### config.mk
export PLATFORM = sky130hd
export DESIGN_NAME = prio_mask_unit
export DESIGN_NICKNAME = d
export VERILOG_FILES = /design/src/rtl/pmu_pkg.sv /design/src/rtl/pmu_regs.sv /design/src/rtl/pmu_exec.sv /design/src/rtl/pmu_arb.sv /design/src/rtl/prio_mask_unit.sv
export SDC_FILE = /design/constraint.sdc
export NUM_CORES = 1
export LEC_CHECK = 0
export ABC_AREA = 1
export BUFFER_PORTS_ARGS = -buffer_cell sky130_fd_sc_hd__buf_2
export CORE_ASPECT_RATIO = 2
export CORE_UTILIZATION = 57
export DETAILED_ROUTE_END_ITERATION = 6
export PLACE_DENSITY = 0.79
export SLEW_MARGIN = 20
export SYNTH_ARGS = -nofsm -noshare
export SYNTH_HDL_FRONTEND = slang
export SYNTH_HIERARCHICAL = 1
export SYNTH_SLANG_ARGS = --single-unit
export TNS_END_PERCENT = 5
### constraint.sdc
create_clock -name clk -period 10.47 [get_ports clk]
set_input_delay 2.094 -clock clk [delete_from_list [all_inputs] [get_ports clk]]
set_output_delay 2.094 -clock clk [all_outputs]
set_load 0.01 [all_outputs]
### src/rtl/pmu_pkg.sv
package pmu_pkg;

  typedef enum logic [3:0] {
    SEL_ENABLE   = 4'd0,
    SEL_PEND     = 4'd1,
    SEL_STATE    = 4'd2,
    SEL_PRIO     = 4'd3,
    SEL_ALLMSK_S = 4'd4,
    SEL_ALLMSK_N = 4'd5,
    SEL_THRESH_S = 4'd6,
    SEL_THRESH_N = 4'd7,
    SEL_FOLD     = 4'd8
  } reg_sel_e;

  localparam logic [8:0] PRIO_IDLE = 9'h100;

  // Map a Non-secure level into the lower-urgency half of the shared scale.
  function automatic logic [7:0] fold_half(input logic [7:0] p);
    return {1'b1, p[7:1]};
  endfunction

endpackage

### src/rtl/pmu_regs.sv
module pmu_regs #(
  parameter int N_IRQ     = 8,
  parameter int PRIO_BITS = 3,
  parameter int IRQ_W     = (N_IRQ > 1) ? $clog2(N_IRQ) : 1
) (
  input  logic                   clk,
  input  logic                   rst,
  input  logic                   wr_en,
  input  logic [3:0]             wr_sel,
  input  logic [IRQ_W-1:0]       wr_irq,
  input  logic [7:0]             wr_data,
  input  logic [3:0]             rd_sel,
  input  logic [IRQ_W-1:0]       rd_irq,
  output logic [7:0]             rd_data,
  output logic [N_IRQ-1:0]       en_q,
  output logic [N_IRQ-1:0]       pend_q,
  output logic [N_IRQ-1:0]       ns_q,
  output logic [N_IRQ*8-1:0]     prio_flat,
  output logic                   allmsk_s_q,
  output logic                   allmsk_n_q,
  output logic [7:0]             thr_s_q,
  output logic [7:0]             thr_n_q,
  output logic                   fold_q
);
  import pmu_pkg::*;

  localparam int LOW_BITS = 8 - PRIO_BITS;

  logic [PRIO_BITS-1:0] prio_hi [N_IRQ];
  logic [PRIO_BITS-1:0] thr_s_hi, thr_n_hi;
  logic                 wr_idx_ok;
  logic [7:0]           rd_next;

  assign wr_idx_ok = (int'(wr_irq) < N_IRQ);
  assign thr_s_q   = {thr_s_hi, {LOW_BITS{1'b0}}};
  assign thr_n_q   = {thr_n_hi, {LOW_BITS{1'b0}}};

  generate
    for (genvar g = 0; g < N_IRQ; g++) begin : g_prio
      assign prio_flat[g*8 +: 8] = {prio_hi[g], {LOW_BITS{1'b0}}};

      always_ff @(posedge clk) begin
        if (rst) begin
          prio_hi[g] <= '0;
          en_q[g]    <= 1'b0;
          pend_q[g]  <= 1'b0;
          ns_q[g]    <= 1'b0;
        end else if (wr_en && wr_idx_ok && int'(wr_irq) == g) begin
          case (reg_sel_e'(wr_sel))
            SEL_ENABLE: en_q[g]    <= wr_data[0];
            SEL_PEND:   pend_q[g]  <= wr_data[0];
            SEL_STATE:  ns_q[g]    <= wr_data[0];
            SEL_PRIO:   prio_hi[g] <= wr_data[7 -: PRIO_BITS];
            default: ;
          endcase
        end
      end
    end
  endgenerate

  always_ff @(posedge clk) begin
    if (rst) begin
      allmsk_s_q <= 1'b0;
      allmsk_n_q <= 1'b0;
      thr_s_hi   <= '0;
      thr_n_hi   <= '0;
      fold_q     <= 1'b0;
    end else if (wr_en) begin
      case (reg_sel_e'(wr_sel))
        SEL_ALLMSK_S: allmsk_s_q <= wr_data[0];
        SEL_ALLMSK_N: allmsk_n_q <= wr_data[0];
        SEL_THRESH_S: thr_s_hi   <= wr_data[7 -: PRIO_BITS];
        SEL_THRESH_N: thr_n_hi   <= wr_data[7 -: PRIO_BITS];
        SEL_FOLD:     fold_q     <= wr_data[0];
        default: ;
      endcase
    end
  end

  always_comb begin
    rd_next = 8'h00;
    if (int'(rd_irq) < N_IRQ) begin
      case (reg_sel_e'(rd_sel))
        SEL_ENABLE: rd_next = {7'd0, en_q[rd_irq]};
        SEL_PEND:   rd_next = {7'd0, pend_q[rd_irq]};
        SEL_STATE:  rd_next = {7'd0, ns_q[rd_irq]};
        SEL_PRIO:   rd_next = prio_flat[rd_irq*8 +: 8];
        default: ;
      endcase
    end
    case (reg_sel_e'(rd_sel))
      SEL_ALLMSK_S: rd_next = {7'd0, allmsk_s_q};
      SEL_ALLMSK_N: rd_next = {7'd0, allmsk_n_q};
      SEL_THRESH_S: rd_next = thr_s_q;
      SEL_THRESH_N: rd_next = thr_n_q;
      SEL_FOLD:     rd_next = {7'd0, fold_q};
      default: ;
    endcase
  end

  always_ff @(posedge clk) begin
    if (rst) rd_data <= 8'h00;
    else     rd_data <= rd_next;
  end

endmodule

### src/rtl/pmu_exec.sv
module pmu_exec (
  input  logic       act_valid,
  input  logic [7:0] act_prio,
  input  logic       allmsk_s,
  input  logic       allmsk_n,
  input  logic [7:0] thr_s,
  input  logic [7:0] thr_n,
  input  logic       fold,
  output logic [8:0] level
);
  import pmu_pkg::*;

  logic [7:0] thr_n_eff;
  logic [8:0] allmsk_n_lvl;

  assign thr_n_eff    = fold ? fold_half(thr_n) : thr_n;
  assign allmsk_n_lvl = fold ? 9'h080 : 9'h000;

  always_comb begin
    level = act_valid ? {1'b0, act_prio} : PRIO_IDLE;
    if (thr_s != 8'h00 && {1'b0, thr_s} < level)
      level = {1'b0, thr_s};
    if (thr_n != 8'h00 && {1'b0, thr_n_eff} < level)
      level = {1'b0, thr_n_eff};
    if (allmsk_n && allmsk_n_lvl < level)
      level = allmsk_n_lvl;
    if (allmsk_s)
      level = 9'h000;
  end

endmodule

### src/rtl/pmu_arb.sv
module pmu_arb #(
  parameter int N_IRQ = 8,
  parameter int IRQ_W = (N_IRQ > 1) ? $clog2(N_IRQ) : 1
) (
  input  logic [N_IRQ-1:0]   en,
  input  logic [N_IRQ-1:0]   pend,
  input  logic [N_IRQ-1:0]   ns,
  input  logic [N_IRQ*8-1:0] prio_flat,
  input  logic               fold,
  input  logic [8:0]         level,
  output logic               take,
  output logic [IRQ_W-1:0]   win_id
);
  import pmu_pkg::*;

  logic [7:0]       eff [N_IRQ];
  logic [N_IRQ-1:0] cand;
  logic [8:0]       best;

  generate
    for (genvar g = 0; g < N_IRQ; g++) begin : g_eff
      assign eff[g]  = (ns[g] && fold) ? fold_half(prio_flat[g*8 +: 8])
                                       : prio_flat[g*8 +: 8];
      assign cand[g] = en[g] & pend[g];
    end
  endgenerate

  // Strict comparison in ascending order keeps the lowest number on ties.
  always_comb begin
    best   = PRIO_IDLE;
    win_id = '0;
    for (int i = 0; i < N_IRQ; i++) begin
      if (cand[i] && {1'b0, eff[i]} < best) begin
        best   = {1'b0, eff[i]};
        win_id = IRQ_W'(i);
      end
    end
  end

  assign take = (best != PRIO_IDLE) && (best < level);

endmodule

### src/rtl/prio_mask_unit.sv
module prio_mask_unit #(
  parameter int N_IRQ     = 8,
  parameter int PRIO_BITS = 3,
  parameter int IRQ_W     = (N_IRQ > 1) ? $clog2(N_IRQ) : 1
) (
  input  logic             clk,
  input  logic             rst,
  input  logic             wr_en,
  input  logic [3:0]       wr_sel,
  input  logic [IRQ_W-1:0] wr_irq,
  input  logic [7:0]       wr_data,
  input  logic [3:0]       rd_sel,
  input  logic [IRQ_W-1:0] rd_irq,
  output logic [7:0]       rd_data,
  input  logic             act_valid,
  input  logic [7:0]       act_prio,
  output logic             take_req,
  output logic [IRQ_W-1:0] take_id,
  output logic [8:0]       exec_prio
);
  import pmu_pkg::*;

  logic [N_IRQ-1:0]   en_q, pend_q, ns_q;
  logic [N_IRQ*8-1:0] prio_flat;
  logic               allmsk_s_q, allmsk_n_q, fold_q;
  logic [7:0]         thr_s_q, thr_n_q;
  logic [8:0]         level;
  logic               take_c;
  logic [IRQ_W-1:0]   win_c;

  pmu_regs #(.N_IRQ(N_IRQ), .PRIO_BITS(PRIO_BITS), .IRQ_W(IRQ_W)) u_regs (
    .clk(clk), .rst(rst),
    .wr_en(wr_en), .wr_sel(wr_sel), .wr_irq(wr_irq), .wr_data(wr_data),
    .rd_sel(rd_sel), .rd_irq(rd_irq), .rd_data(rd_data),
    .en_q(en_q), .pend_q(pend_q), .ns_q(ns_q), .prio_flat(prio_flat),
    .allmsk_s_q(allmsk_s_q), .allmsk_n_q(allmsk_n_q),
    .thr_s_q(thr_s_q), .thr_n_q(thr_n_q), .fold_q(fold_q)
  );

  pmu_exec u_exec (
    .act_valid(act_valid), .act_prio(act_prio),
    .allmsk_s(allmsk_s_q), .allmsk_n(allmsk_n_q),
    .thr_s(thr_s_q), .thr_n(thr_n_q), .fold(fold_q),
    .level(level)
  );

  pmu_arb #(.N_IRQ(N_IRQ), .IRQ_W(IRQ_W)) u_arb (
    .en(en_q), .pend(pend_q), .ns(ns_q), .prio_flat(prio_flat),
    .fold(fold_q), .level(level),
    .take(take_c), .win_id(win_c)
  );

  always_ff @(posedge clk) begin
    if (rst) begin
      take_req  <= 1'b0;
      take_id   <= '0;
      exec_prio <= PRIO_IDLE;
    end else begin
      take_req  <= take_c;
      take_id   <= take_c ? win_c : '0;
      exec_prio <= level;
    end
  end

endmodule

# Word level (Yosys, flattened, before mapping)
# Memories as Yosys holds them, arrays and structs flattened.
# Cells that the tools add are included.
[classes]
magnitude_cmp = 12
n_eq_ne = 24
shifts = 1
n_mux = 73
n_bitwise = 17
n_reduce_logical = 62
[op_table]
columns = ["cell", "n"]
rows = [
  ["two-way mux 9 bit", 13],
  ["less-than comparator 8 x 9 -> 1 bit", 9],
  ["two-way mux 8 bit", 10],
  ["indexed part select 64 x 7 -> 8 bit", 1],
  ["AND reduction 2 bit", 29],
  ["one-hot mux 8 bit (5 select lines)", 1],
  ["two-way mux 3 bit", 12],
  ["equality test 4 x 3 -> 1 bit (second input constant)", 8],
  ["one-hot mux 8 bit (4 select lines)", 1],
  ["two-way mux 1 bit", 31],
  ["logical AND 1 bit", 27],
  ["less-than comparator 9 bit", 2],
  ["equality test 4 x 2 -> 1 bit (second input constant)", 4],
  ["nonzero test 8 bit", 2],
  ["equality test 3 bit (second input constant)", 4],
  ["binary-select mux 1 bit (select 3 bit)", 3],
  ["!= test 9 bit (second input constant)", 1],
  ["bitwise AND 1 bit", 8],
  ["equality test 4 x 1 -> 1 bit (second input constant)", 2],
  ["equality test 4 bit (second input constant)", 2],
  ["zero test 4 bit", 2],
  ["OR 1 bit", 8],
  ["equality test 3 x 2 -> 1 bit (second input constant)", 2],
  ["less-than comparator 3 x 4 -> 1 bit (second input constant)", 1],
  ["other kinds (5)", 6],
]
[totals]
reg_bits = 54
ramBits = 24
out_inout_bits = 21
n_memories = 1
[mem_list]
columns = ["memory", "words", "word_bits", "read_ports", "rd_clocked_by_memory_dff", "write_ports", "line", "rtl"]
rows = [
  ["u_regs.prio_hi", 8, 3, 8, 0, 8, "pmu_regs.sv:29", "logic [PRIO_BITS-1:0] prio_hi [N_IRQ];"],
]

# Logic depth before layout (Yosys ltp)
[logic_depth]
word_depth = 28
depth_mapped = 97

# Hierarchy
# Netlist, hierarchy kept.
[modules_own_cells]
columns = ["module", "instances", "cells_per_inst", "area_per_inst_um2", "seq_area_each_um2"]
rows = [
  ["pmu_regs", 1, 476, 3490.8, 1461.4],
  ["pmu_arb", 1, 578, 3179.3, 0.0],
  ["pmu_exec", 1, 171, 1024.7, 0.0],
  ["prio_mask_unit", 1, 40, 374.1, 260.2],
]

# Least setup slack after synthesis
# OpenSTA, ideal clock, no wires.
[synth_timing]
kind = "reg2reg"
startpoint = "reg u_regs.fold_q"
endpoint = "reg take_id[0]"
setup_ns = 0.064
arrival_ns = 10.602
t_required_ns = 10.406
slack_ns = -0.196
stages_incl_launch_ff = 71
n_path_buf = 9
synth_period_minus_slack_ns = 10.666
path_cell_list = "dfxtp_1 buf_4 nand2_2 clkbuf_1 o21ai_0 ha_1 nand2_1 inv_1 nand2_1 nand2_1 a21oi_2 nand2_4 clkbuf_1 o21ai_0 ha_1 nand2_1 nor2_1 nor3b_4 [35 not listed] a211oi_1 nor2_1 nor2_2 nand2_2 inv_4 buf_8 nand2_1 o21ai_2 ha_1 nand2_1 inv_1 nand3_1 a31oi_1 a2111oi_0 nand2_1 nor2_1 nand2_2 nor2_1"
[synth_between]
elab_chain_len = 28
[synth_lines]
columns = ["element", "line", "rtl"]
rows = [
  ["start: declaration", "pmu_regs.sv:23", "output logic fold_q"],
  ["start signal: assignment", "pmu_regs.sv:74", "SEL_FOLD: fold_q <= wr_data[0];"],
  ["logical AND 1 bit", "pmu_arb.sv:22", "assign eff[g] = (ns[g] && fold) ? fold_half(prio_flat[g*8 +: 8])"],
  ["two-way mux 8 bit", "pmu_arb.sv:22", ""],
  ["two-way mux 9 bit", "pmu_arb.sv:33", "if (cand[i] && {1'b0, eff[i]} < best) begin"],
  ["less-than comparator 8 x 9 -> 1 bit", "pmu_arb.sv:33", ""],
  ["logical AND 1 bit", "pmu_arb.sv:33", ""],
  ["two-way mux 9 bit", "pmu_arb.sv:33", ""],
  ["less-than comparator 8 x 9 -> 1 bit", "pmu_arb.sv:33", ""],
  ["logical AND 1 bit", "pmu_arb.sv:33", ""],
  ["[13 not listed]", "--", ""],
  ["less-than comparator 8 x 9 -> 1 bit", "pmu_arb.sv:33", ""],
  ["logical AND 1 bit", "pmu_arb.sv:33", ""],
  ["two-way mux 9 bit", "pmu_arb.sv:33", ""],
  ["less-than comparator 9 bit or != test 9 bit (tied branches)", "pmu_arb.sv:40", "assign take = (best != PRIO_IDLE) && (best < level);"],
  ["logical AND 1 bit *", "pmu_arb.sv:40", ""],
  ["named net take_c", "prio_mask_unit.sv:28", "logic take_c;"],
  ["NOT 1 bit (no source line) *", "--", ""],
  ["OR reduction 2 bit (no source line) *", "--", ""],
  ["end signal: assignment", "prio_mask_unit.sv:60", "take_id <= take_c ? win_c : '0;"],
  ["end: declaration", "prio_mask_unit.sv:18", "output logic [IRQ_W-1:0] take_id,"],
]
# The timed path passes the listed nets; every way through them passes the cells marked *.
# A chain may end at the register's enable or synchronous reset.

# Worst setup path in the final report
[layout_timing]
startpoint = "reg u_regs.fold_q"
endpoint = "reg take_id[1]"
# The elaborated chain is that of the path after synthesis.

==> metrics.yaml <==
status: "complete, no violations"
use_met1: 0.265
dpl-instance-area_mm2: 0.00843
synthFlopType: "dfxtp_1"
n_antenna_cell: 0
vias: 8465
fin_skew_ps: 6.19
viasPerCell: 5.46
drtPass1Iterations: 5
reg2regPathDepth: 72
p_leak_uw: 0.00465
cap_viol_max_count: 0
top_usage_layer: "met2"
dieArea_mm2: 0.0147
seq_area_frac_synth: 0.213
clkTransAtPathRegs_ps: 60
worst-path-max-fanout: 8
ir_worst_vdd_uv: 145
final_cell_area_mm2: 0.00936
hold_depth: 2
nNetsFinal: 1458
r2r_end: "take_id[1]"
initial_utilization: 0.581
worstHoldStart: "u_regs/pend_q[7]"
final_cells: 1551
grt_max_degree: 39
arrival_ps: 10410
fin_crit_sh: 0.967
reg2reg_setup_slack_ps: 340
cts_tree: "done"
place_congestion: 0.926
place_inst: 1499
cts-buffers-inserted: 9
grt_pass1_wl_mm: 34.8
hold_viol_final: 0
whs_endpoint: "u_regs/pend_q[7]"
synth-edff-count: 24
drtIter0Drc: 501
syn_to_final_growth_pct: 16.0
wl_mm: 23.2
dp_hpwl_mm: 16.9
drv_slew: 0
clk_latency_ps: 340
drtAntennaViolNets: 0
grt.overflow.total: 0
clockBufferDepth: 2
worstSetupPathType: "register to register"
critPathRequiredTime_ps: 10760
slowest_delay_ps: 370
fmax_mhz: 98.8
finalSetupViolCount: 0
grt_util_met3: 0.0398
critPathTopFamily: "simple AND/OR/NAND/NOR gates"
std_cell_rows: 61
worstMarginPinSlew_ps: 1090
io_pins: 55
drc: 0
synth-async-reset-ratio: 0
grt_pass1_vias: 7747
coreArea_mm2: 0.0139
crit_buf_inv: 12
fp.dieH_um: 170
port_buffers: 46
rsz0062_at_grt: "true"
ys_warn_count: 6
cts.htree.levels: 3
worstReg2RegStart: "u_regs/fold_q"
period_minus_slack_ps: 10130
setup_tns_ps: 0
max_slew_margin: 0.270
cp_common_cell: "nand2_2"
syn-cell-area_mm2: 0.00807
post_drt_wl_per_cell_um: 14.9
grtUsageTotal: 0.305
start_kind: "register"
antenna_found_initial: 0
ys_ff_latch: 74
min_path_type: "register to register"
postSynthCellCount: 1265
postSynthAreaPerCell_um2: 6.38
crit_slowest_cell: "dfxtp_4"
cts_sinks: 74
ys_types: 50
cts-root-buf: "clkbuf_16"
drive_gt1_frac: 0.218
die_w_um: 86.1
gr-usage-met2: 0.613
power_density_mw_per_mm2: 89.2
holdWs_ps: 482
cp-end-kind: "register"
## per-layer routing
layer / share of wire / vias up
met2: 0.56 / 295
met1: 0.33 / 3860
met5: 0 / -
met4: 0.071 / 0
met3: 0.041 / 121
li1: - / 4189
## registers in the layout (all words and copies together) (netlist names)
signal,count
exec_prio,9
take_id,3
take_req,1
u_regs/allmsk_n_q,1
u_regs/allmsk_s_q,1
u_regs/en_q,8
u_regs/fold_q,1
u_regs/ns_q,8
u_regs/pend_q,8
u_regs/prio_hi,24
u_regs/rd_data,4
u_regs/thr_n_hi,3
u_regs/thr_s_hi,3
## kinds of logic after synthesis
family | synth area share
AND/OR/NAND/NOR | 0.356
buffers and inverters | 0.156
AO/OA/AOI/OAI | 0.158
flip-flops | 0.213
adder cells (fa/ha/maj) | 0.104
multiplexers | 0.0116
other | 0.000465
## per-stage QoR
stage / utilization / setup slack, ps / total power, µW
after global routing: 0.674 / -327 / 876
after global placement: 0.607 / 112 / 527
final: 0.674 / 344 / 835
after CTS: 0.627 / 37.4 / 820
after floorplan: - / 4.69 / 495
after detailed placement: 0.607 / -67.6 / 533
## worst reg2reg max path: cells and delay by family (launching register included)
kind                       cells  cell delay [ps]
adders and majority gates      8             2120
AOI/OAI and AO/OA             18             2630
buffers and inverters         12             1380
and+or+nand+nor               34             3590
DFF                            1              370
## report_power, final
part | internal [µW] | switching [µW] | total [µW] | leakage (µW)
Clock | 162 | 128 | 290 | 0.000124
Sequential | 308 | 6.36 | 315 | 0.000635
Combinational | 76.6 | 154 | 230 | 0.00389
Total | 547 | 288 | 835 | 0.00465
## cell usage in the layout, fill, tap and decap left out, drive strengths merged, types with 3 or more instances in the layout
cell,netlist,routed
a21oi,72,72
buf,71,112
clkbuf,18,9
clkinv,3,6
clkinvlp,0,4
conb,1,54
dfxtp,50,50
edfxtp,24,24
ha,67,67
inv,171,172
mux2,3,3
mux2i,6,6
nand2,349,353
nand3,93,93
nand3b,6,6
nand4,10,10
nor2,138,138
nor3,4,4
nor3b,4,4
o211ai,9,9
o21ai,145,145
o31ai,3,3
or2,7,7
## final cells by class
class	count	area (µm²)
clock buffers	9	225
clock inverters	7	53.8
fillers	1221	4530
inverters	174	661
multi-input cells	985	5680
flip-flops and latches	74	1730
well taps	189	236
repair buffers	112	769
repair inverters	1	5.00
## Yosys cell counts, types with 2 or more instances
| cell type | count | area share |
|---|---|---|
| nand3b_1 | 6 | 0.0056 |
| o21ai_0 | 125 | 0.078 |
| mux2_2 | 3 | 0.0042 |
| buf_2 | 6 | 0.0037 |
| buf_6 | 3 | 0.0042 |
| mux2i_1 | 6 | 0.0074 |
| o211ai_1 | 8 | 0.0074 |
| buf_4 | 61 | 0.057 |
| nor3_1 | 3 | 0.0019 |
| nor3b_4 | 2 | 0.0047 |
| inv_2 | 8 | 0.0037 |
| or2_2 | 6 | 0.0047 |
| dfxtp_1 | 50 | 0.12 |
| and2_1 | 2 | 0.0016 |
| a211oi_1 | 2 | 0.0019 |
| clkinv_1 | 3 | 0.0014 |
| nor2_1 | 117 | 0.054 |
| o31ai_1 | 3 | 0.0028 |
| nand2_2 | 12 | 0.0093 |
| nand3_2 | 10 | 0.012 |
| o21ai_2 | 8 | 0.0087 |
| nor2_2 | 16 | 0.012 |
| nand2_1 | 322 | 0.15 |
| a21o_1 | 2 | 0.0019 |
| edfxtp_1 | 24 | 0.089 |
| ha_1 | 67 | 0.10 |
| a21oi_1 | 69 | 0.043 |
| a21oi_2 | 3 | 0.0033 |
| o21ai_1 | 12 | 0.0074 |
| nor2_4 | 4 | 0.0056 |
| nor4_1 | 2 | 0.0016 |
| nand4_1 | 9 | 0.0070 |
| nor3b_2 | 2 | 0.0031 |
| nand2_4 | 14 | 0.020 |
| inv_4 | 2 | 0.0016 |
| clkbuf_1 | 18 | 0.0084 |
| nand3_1 | 82 | 0.051 |
| inv_1 | 161 | 0.075 |
## worst max path at each step
| stage | from | to | slack, ps | cells after the start |
|---|---|---|---|---|
| 6_report | u_regs/fold_q | take_id[1] | 340 | 72 |
| 5_1_grt | u_regs/fold_q | take_id[1] | -330 | 83 |
| 4_1_cts | u_regs/pend_q[0] | take_id[1] | 40 | 65 |
| 3_5_place_dp | u_regs/fold_q | take_id[1] | -70 | 70 |
| 3_3_place_gp | u_regs/fold_q | take_id[2] | 110 | 70 |
| 2_1_floorplan | u_regs/fold_q | take_id[0] | 5 | 72 |
## repair_timing
item                       4_1_cts  5_1_grt
setup endpoints to repair        4        4
gates resized for setup          7      124
pin swaps                        0       63
hold buffers                     0        0
cloned                           0        5
buffers inserted                 0       31
Note: power is estimated with default switching activity, not from simulation.
